### src/rtl/sug_pkg.sv
package sug_pkg;
  typedef enum logic [1:0] {
    HINT_PLAIN = 2'b00,
    HINT_FULL  = 2'b01,
    HINT_COMP  = 2'b10,
    HINT_RSVD  = 2'b11
  } hint_mode_e;

  localparam logic [1:0] VCODE_NONE  = 2'b00;
  localparam logic [1:0] VCODE_ZERO  = 2'b01;
  localparam logic [1:0] VCODE_ONE   = 2'b10;
  localparam logic [1:0] VCODE_MINUS = 2'b11;

  localparam logic KIND_INV = 1'b0;
  localparam logic KIND_UPD = 1'b1;
endpackage

### src/rtl/sug_value_code.sv
module sug_value_code #(
  parameter int DATA_W = 32
) (
  input  logic [DATA_W-1:0] value,
  output logic [1:0]        code
);
  import sug_pkg::*;
  always_comb begin
    if (value == '0)                  code = VCODE_ZERO;
    else if (value == DATA_W'(1))     code = VCODE_ONE;
    else if (value == {DATA_W{1'b1}}) code = VCODE_MINUS;
    else                              code = VCODE_NONE;
  end
endmodule

### src/rtl/sug_write_tracker.sv
module sug_write_tracker #(
  parameter int LINES = 64,
  parameter int CNT_W = 3,
  localparam int IDX_W = $clog2(LINES)
) (
  input  logic             clk,
  input  logic             rst,
  input  logic [IDX_W-1:0] rd_idx,
  input  logic [IDX_W-1:0] cur_idx,
  input  logic             wr_en,
  input  logic [CNT_W-1:0] wr_cnt,
  input  logic             wr_own,
  output logic [CNT_W-1:0] cur_cnt,
  output logic             cur_owned
);
  // count storage: no reset, registered read, so it maps to block RAM
  logic [CNT_W-1:0] cnt_mem [LINES];
  logic [CNT_W-1:0] rd_q;
  // ownership flags in flops so reset clears them in one cycle
  logic [LINES-1:0] own_q;
  // one-deep forwarding of the write just made
  logic             fw_vld;
  logic [IDX_W-1:0] fw_idx;
  logic [CNT_W-1:0] fw_cnt;

  always_ff @(posedge clk) begin
    if (wr_en) cnt_mem[cur_idx] <= wr_cnt;
    rd_q <= cnt_mem[rd_idx];
  end

  always_ff @(posedge clk) begin
    if (rst) begin
      own_q  <= '0;
      fw_vld <= 1'b0;
      fw_idx <= '0;
      fw_cnt <= '0;
    end else begin
      if (wr_en && wr_own) own_q[cur_idx] <= 1'b1;
      fw_vld <= wr_en;
      fw_idx <= cur_idx;
      fw_cnt <= wr_cnt;
    end
  end

  assign cur_cnt   = (fw_vld && fw_idx == cur_idx) ? fw_cnt : rd_q;
  assign cur_owned = own_q[cur_idx];
endmodule

### src/rtl/sug_msg_reg.sv
module sug_msg_reg #(
  parameter int ADDR_W = 32,
  parameter int DATA_W = 32
) (
  input  logic              clk,
  input  logic              rst,
  input  logic              d_valid,
  input  logic              d_kind,
  input  logic [ADDR_W-1:0] d_addr,
  input  logic [DATA_W-1:0] d_data,
  input  logic              d_data_vld,
  input  logic [1:0]        d_code,
  output logic              q_valid,
  output logic              q_kind,
  output logic [ADDR_W-1:0] q_addr,
  output logic [DATA_W-1:0] q_data,
  output logic              q_data_vld,
  output logic [1:0]        q_code
);
  always_ff @(posedge clk) begin
    if (rst) begin
      q_valid    <= 1'b0;
      q_kind     <= 1'b0;
      q_addr     <= '0;
      q_data     <= '0;
      q_data_vld <= 1'b0;
      q_code     <= '0;
    end else begin
      q_valid    <= d_valid;
      q_kind     <= d_kind;
      q_addr     <= d_addr;
      q_data     <= d_data;
      q_data_vld <= d_data_vld;
      q_code     <= d_code;
    end
  end
endmodule

### src/rtl/spec_upd_gen.sv
module spec_upd_gen #(
  parameter int ADDR_W      = 32,
  parameter int DATA_W      = 32,
  parameter int LINE_WORDS  = 16,
  parameter int LINES       = 64,
  parameter int WRITE_LIMIT = 5
) (
  input  logic              clk,
  input  logic              rst,
  input  logic              st_valid,
  input  logic [ADDR_W-1:0] st_addr,
  input  logic [DATA_W-1:0] st_data,
  input  logic              st_inv,
  input  logic [1:0]        inv_mode,
  input  logic              cnt_en,
  input  logic              q_full,
  output logic              msg_valid,
  output logic              msg_kind,
  output logic [ADDR_W-1:0] msg_addr,
  output logic [DATA_W-1:0] msg_data,
  output logic              msg_data_vld,
  output logic [1:0]        msg_code
);
  import sug_pkg::*;

  localparam int OFF_W = $clog2(LINE_WORDS);
  localparam int IDX_W = $clog2(LINES);
  localparam int CNT_W = $clog2(WRITE_LIMIT + 1);

  initial begin
    if (WRITE_LIMIT < 2) $error("WRITE_LIMIT must be at least 2");
  end

  // stage 1: captured store
  logic              s1_vld, s1_inv, s1_cnt_en, s1_full;
  logic [ADDR_W-1:0] s1_addr;
  logic [DATA_W-1:0] s1_data;
  hint_mode_e        s1_mode;

  always_ff @(posedge clk) begin
    if (rst) begin
      s1_vld    <= 1'b0;
      s1_inv    <= 1'b0;
      s1_cnt_en <= 1'b0;
      s1_full   <= 1'b0;
      s1_addr   <= '0;
      s1_data   <= '0;
      s1_mode   <= HINT_PLAIN;
    end else begin
      s1_vld    <= st_valid;
      s1_inv    <= st_inv;
      s1_cnt_en <= cnt_en;
      s1_full   <= q_full;
      s1_addr   <= st_addr;
      s1_data   <= st_data;
      s1_mode   <= hint_mode_e'(inv_mode);
    end
  end

  logic [IDX_W-1:0] rd_idx, s1_idx;
  logic [CNT_W-1:0] cur_cnt, next_cnt;
  logic             cur_owned, inc_ok, wr_en, fire;
  logic [1:0]       val_code;

  assign rd_idx = st_addr[OFF_W +: IDX_W];
  assign s1_idx = s1_addr[OFF_W +: IDX_W];

  sug_write_tracker #(.LINES(LINES), .CNT_W(CNT_W)) u_track (
    .clk       (clk),
    .rst       (rst),
    .rd_idx    (rd_idx),
    .cur_idx   (s1_idx),
    .wr_en     (wr_en),
    .wr_cnt    (next_cnt),
    .wr_own    (s1_inv),
    .cur_cnt   (cur_cnt),
    .cur_owned (cur_owned)
  );

  sug_value_code #(.DATA_W(DATA_W)) u_code (
    .value (s1_data),
    .code  (val_code)
  );

  assign inc_ok   = s1_vld && !s1_inv && cur_owned && (cur_cnt < CNT_W'(WRITE_LIMIT));
  assign next_cnt = s1_inv ? CNT_W'(1) : cur_cnt + CNT_W'(1);
  assign wr_en    = (s1_vld && s1_inv) || inc_ok;
  assign fire     = inc_ok && (next_cnt == CNT_W'(WRITE_LIMIT)) && s1_cnt_en && !s1_full;

  logic              m_valid, m_kind, m_dv;
  logic [DATA_W-1:0] m_data;
  logic [1:0]        m_code;

  always_comb begin
    m_valid = (s1_vld && s1_inv) || fire;
    m_kind  = s1_inv ? KIND_INV : KIND_UPD;
    m_code  = VCODE_NONE;
    m_dv    = 1'b1;
    if (s1_inv) begin
      m_dv = (s1_mode == HINT_FULL);
      if (s1_mode == HINT_COMP) m_code = val_code;
    end
    m_data = m_dv ? s1_data : '0;
  end

  sug_msg_reg #(.ADDR_W(ADDR_W), .DATA_W(DATA_W)) u_out (
    .clk        (clk),
    .rst        (rst),
    .d_valid    (m_valid),
    .d_kind     (m_kind),
    .d_addr     (s1_addr),
    .d_data     (m_data),
    .d_data_vld (m_dv),
    .d_code     (m_code),
    .q_valid    (msg_valid),
    .q_kind     (msg_kind),
    .q_addr     (msg_addr),
    .q_data     (msg_data),
    .q_data_vld (msg_data_vld),
    .q_code     (msg_code)
  );
endmodule

### config.mk
export PLATFORM = sky130hd
export DESIGN_NAME = spec_upd_gen
export DESIGN_NICKNAME = d
export VERILOG_FILES = /design/src/rtl/sug_pkg.sv /design/src/rtl/sug_value_code.sv /design/src/rtl/sug_write_tracker.sv /design/src/rtl/sug_msg_reg.sv /design/src/rtl/spec_upd_gen.sv
export SDC_FILE = /design/constraint.sdc
export NUM_CORES = 1
export LEC_CHECK = 0
export ABC_AREA = 1
export CORE_UTILIZATION = 54
export CTS_CLUSTER_DIAMETER = 50
export CTS_CLUSTER_SIZE = 24
export DETAILED_ROUTE_END_ITERATION = 16
export PLACE_DENSITY = 0.75
export SLEW_MARGIN = 10
export SYNTH_ARGS = -nofsm -noshare
export SYNTH_HDL_FRONTEND = slang
export SYNTH_HIERARCHICAL = 1
export SYNTH_SLANG_ARGS = --single-unit
### constraint.sdc
create_clock -name clk -period 6.9 [get_ports clk]
set_input_delay 1.035 -clock clk [delete_from_list [all_inputs] [get_ports clk]]
set_output_delay 1.035 -clock clk [all_outputs]
set_load 0.005 [all_outputs]
==> impl_metrics.json <==
{
  "powerDensity_nw_per_um2": 267,
  "firstDrtPassIters": 7,
  "hold_buffers": 0,
  "power_uw": 5070,
  "crit_required_ns": 7.32,
  "place_congestion": 0.826,
  "ys_warn_count": 6,
  "antenna_found_initial": 0,
  "ctsHtreeMaxLevel": 2,
  "cts.reportedPaths.clkPinSlew_ns": 0.08,
  "slew_violations": 0,
  "drcViolationCount": 0,
  "fin_nets": 1995,
  "multi_input_area_um2": 4720,
  "grtUsageMet3": 0.0290,
  "grtUsageTotal": 0.237,
  "grt_pass1_vias": 11459,
  "skew_ns": 0.0440,
  "crit_type": "flop to flop",
  "cp_max_fo": 64,
  "yosysTopAreaCellShare": 0.354,
  "final_layout_size_suffix_gt1_frac": 0.0611,
  "synth.largest_area_cell": "edfxtp_1",
  "drt_iter0_drc": 1043,
  "max_slew_margin": 0.290,
  "status": "complete, no violations",
  "fin_crit_ns": 4.10,
  "synth.area.top_cells": "edfxtp_1 35%, dfxtp_1 27%, nand2_1 9.6%",
  "die_w_um": 176,
  "hold_viol": 0,
  "syn_inst": 1830,
  "core_um2": 29600,
  "cts-root-buf": "clkbuf_16",
  "start_util": 0.550,
  "vias": 12216,
  "core.rowCount": 63,
  "postCtsSetupRepairBufs": 0,
  "layout_common_cells": "416 x nand2_1, 246 x nor2_1, 244 x inv_1",
  "cts_max_path_buffers": 3,
  "synth_area_um2": 16300,
  "num_io_pins": 141,
  "ys_types": 26,
  "end_kind": "flop",
  "met1_usage": 0.302,
  "final_common_cell": "nand2_1",
  "p_leak_uw": 0.00750,
  "synth_seq_cells": 408,
  "maxCapViolations": 0,
  "io_buffers": 140,
  "async_flop_share": 0,
  "worstMarginPinSlew_ns": 1.06,
  "grt_max_degree": 126,
  "ir_drop_uv": 204,
  "cts_resized": 0,
  "num_antenna_cells": 0,
  "wl_per_cell_um": 15.7,
  "synth_nets": 1903,
  "crit_arrival_ns": 4.52,
  "dieHeight_um": 176,
  "finalCritPeriodShare": 0.595,
  "setup_viol": 0,
  "cts_buffers": 36,
  "cts_sinks": 408,
  "fillers": 2434,
  "areaGrowthSynthToFinish_pct": 16.4,
  "grt-busiest-layer": "met2",
  "gr-total-overflow": 0,
  "finalWirelength_mm": 36.8,
  "use_met2": 0.408,
  "ys_seq_area_frac": 0.619,
  "rsz0062_at_grt": "no",
  "worst_skew_pair.late_latency_ns": 0.54,
  "hold_class": "flop to flop",
  "ys.flop_type": "dfxtp_1",
  "ant_nets": 0,
  "die_area_um2": 30900,
  "viasPerCell": 5.22,
  "grt_first_pass_wirelength_mm": 57.4,
  "cts_tree": "yes",
  "seq_area_um2": 10100,
  "dp_hpwl_mm": 22.2,
  "synth_area_per_cell_um2": 8.90,
  "fmax_mhz": 244,
  "tns_ns": 0,
  "critPathLaunchType": "flop",
  "synth_edf_count": 192
}
==> flip-flops by register name, summed over array words and instances (netlist names), 2 cells and up <==
register and flops:
u_track/fw_idx 6, u_track/cnt_mem 192, s1_data 32, u_out/q_addr 32, u_track/own_q 64, u_out/q_data 32, u_out/q_code 2, u_track/rd_q 3
s1_addr 32, s1_mode 2, u_track/fw_cnt 3
==> per-layer routing <==
| layer | up-vias | share of wire |
|---|---|---|
| met4 | 0 | 0.036 |
| met1 | 5681 | 0.41 |
| met3 | 100 | 0.063 |
| met5 | - | 0 |
| met2 | 434 | 0.49 |
| li1 | 6001 | - |
==> metrics by stage <==
| step | hold WS, ns | instances | area, um2 | utilization | worst slack, ns |
|---|---|---|---|---|---|
| 2_1_floorplan | 0.388 | 1830 | 16300 | - | 3.20 |
| 3_3_place_gp | 0.390 | 2274 | 17800 | 0.599 | 3.03 |
| 3_5_place_dp | 0.394 | 2274 | 17800 | 0.599 | 2.85 |
| 4_1_cts | 0.389 | 2338 | 19000 | 0.640 | 2.83 |
| 5_1_grt | 0.408 | 2338 | 19000 | 0.640 | 2.25 |
| 6_report | 0.394 | 2338 | 19000 | 0.640 | 2.80 |
==> logic make-up (layout without fill, tap and decap cells) <==
group           after synthesis  count (layout)  share of synthesized area
simple gates                961             961                      0.254
flops                       408             408                      0.619
buf+inv                     358             476                     0.0920
compound gates              101             101                     0.0335
fa+ha+maj                     1               1                   0.000768
xor+xnor                      1               1                   0.000538
==> cells in the mapped netlist (11+ instances only) <==
| cell type | number |
|---|---|
| clkbuf_1 | 35 |
| inv_2 | 15 |
| nand3_1 | 207 |
| dfxtp_1 | 216 |
| o21ai_0 | 34 |
| edfxtp_1 | 192 |
| nor2_1 | 248 |
| a21oi_1 | 37 |
| buf_2 | 30 |
| buf_1 | 11 |
| inv_1 | 245 |
| nor3_1 | 66 |
| a31oi_1 | 27 |
| nand2_1 | 416 |
==> worst max-delay path, stage by stage, from the launching register on <==
cell	delay, ns
dfxtp_1	0.95
inv_2	0.47
nand2_1	0.16
nand2_1	0.06
nor3_1	0.37
nand2_1	0.16
nand2_1	0.09
nand2_1	0.08
nor2_1	0.11
nor2_1	0.06
o21ai_0	0.24
nand2_1	0.10
inv_2	0.76
nand3_1	0.18
a21oi_1	0.18
==> final timing paths <==
path	slack, ns	start	cells past startpoint	endpoint
worst min register to register	0.39	s1_addr[13]	2	u_out/q_addr[13]
worst max register to register	2.80	s1_addr[5]	14	u_track/own_q[53]
worst min-delay path	0.39	s1_addr[13]	2	u_out/q_addr[13]
worst max-delay path	2.80	s1_addr[5]	14	u_track/own_q[53]
==> power breakdown <==
part	internal (uW)	switching (uW)
clock network	1100	939
registers	2620	26.4
logic	127	259
total	3840	1230
==> final cells by class <==
cell class,instances,area share
clock buffer,42,0.0515
clock inverter,22,0.0125
sequential,408,0.532
tap,390,0.0257
timing repair buffer,150,0.0774
multi-input combinational,1064,0.249
inverter,262,0.0521
No activity file was read; power rests on OpenSTA's default activity.
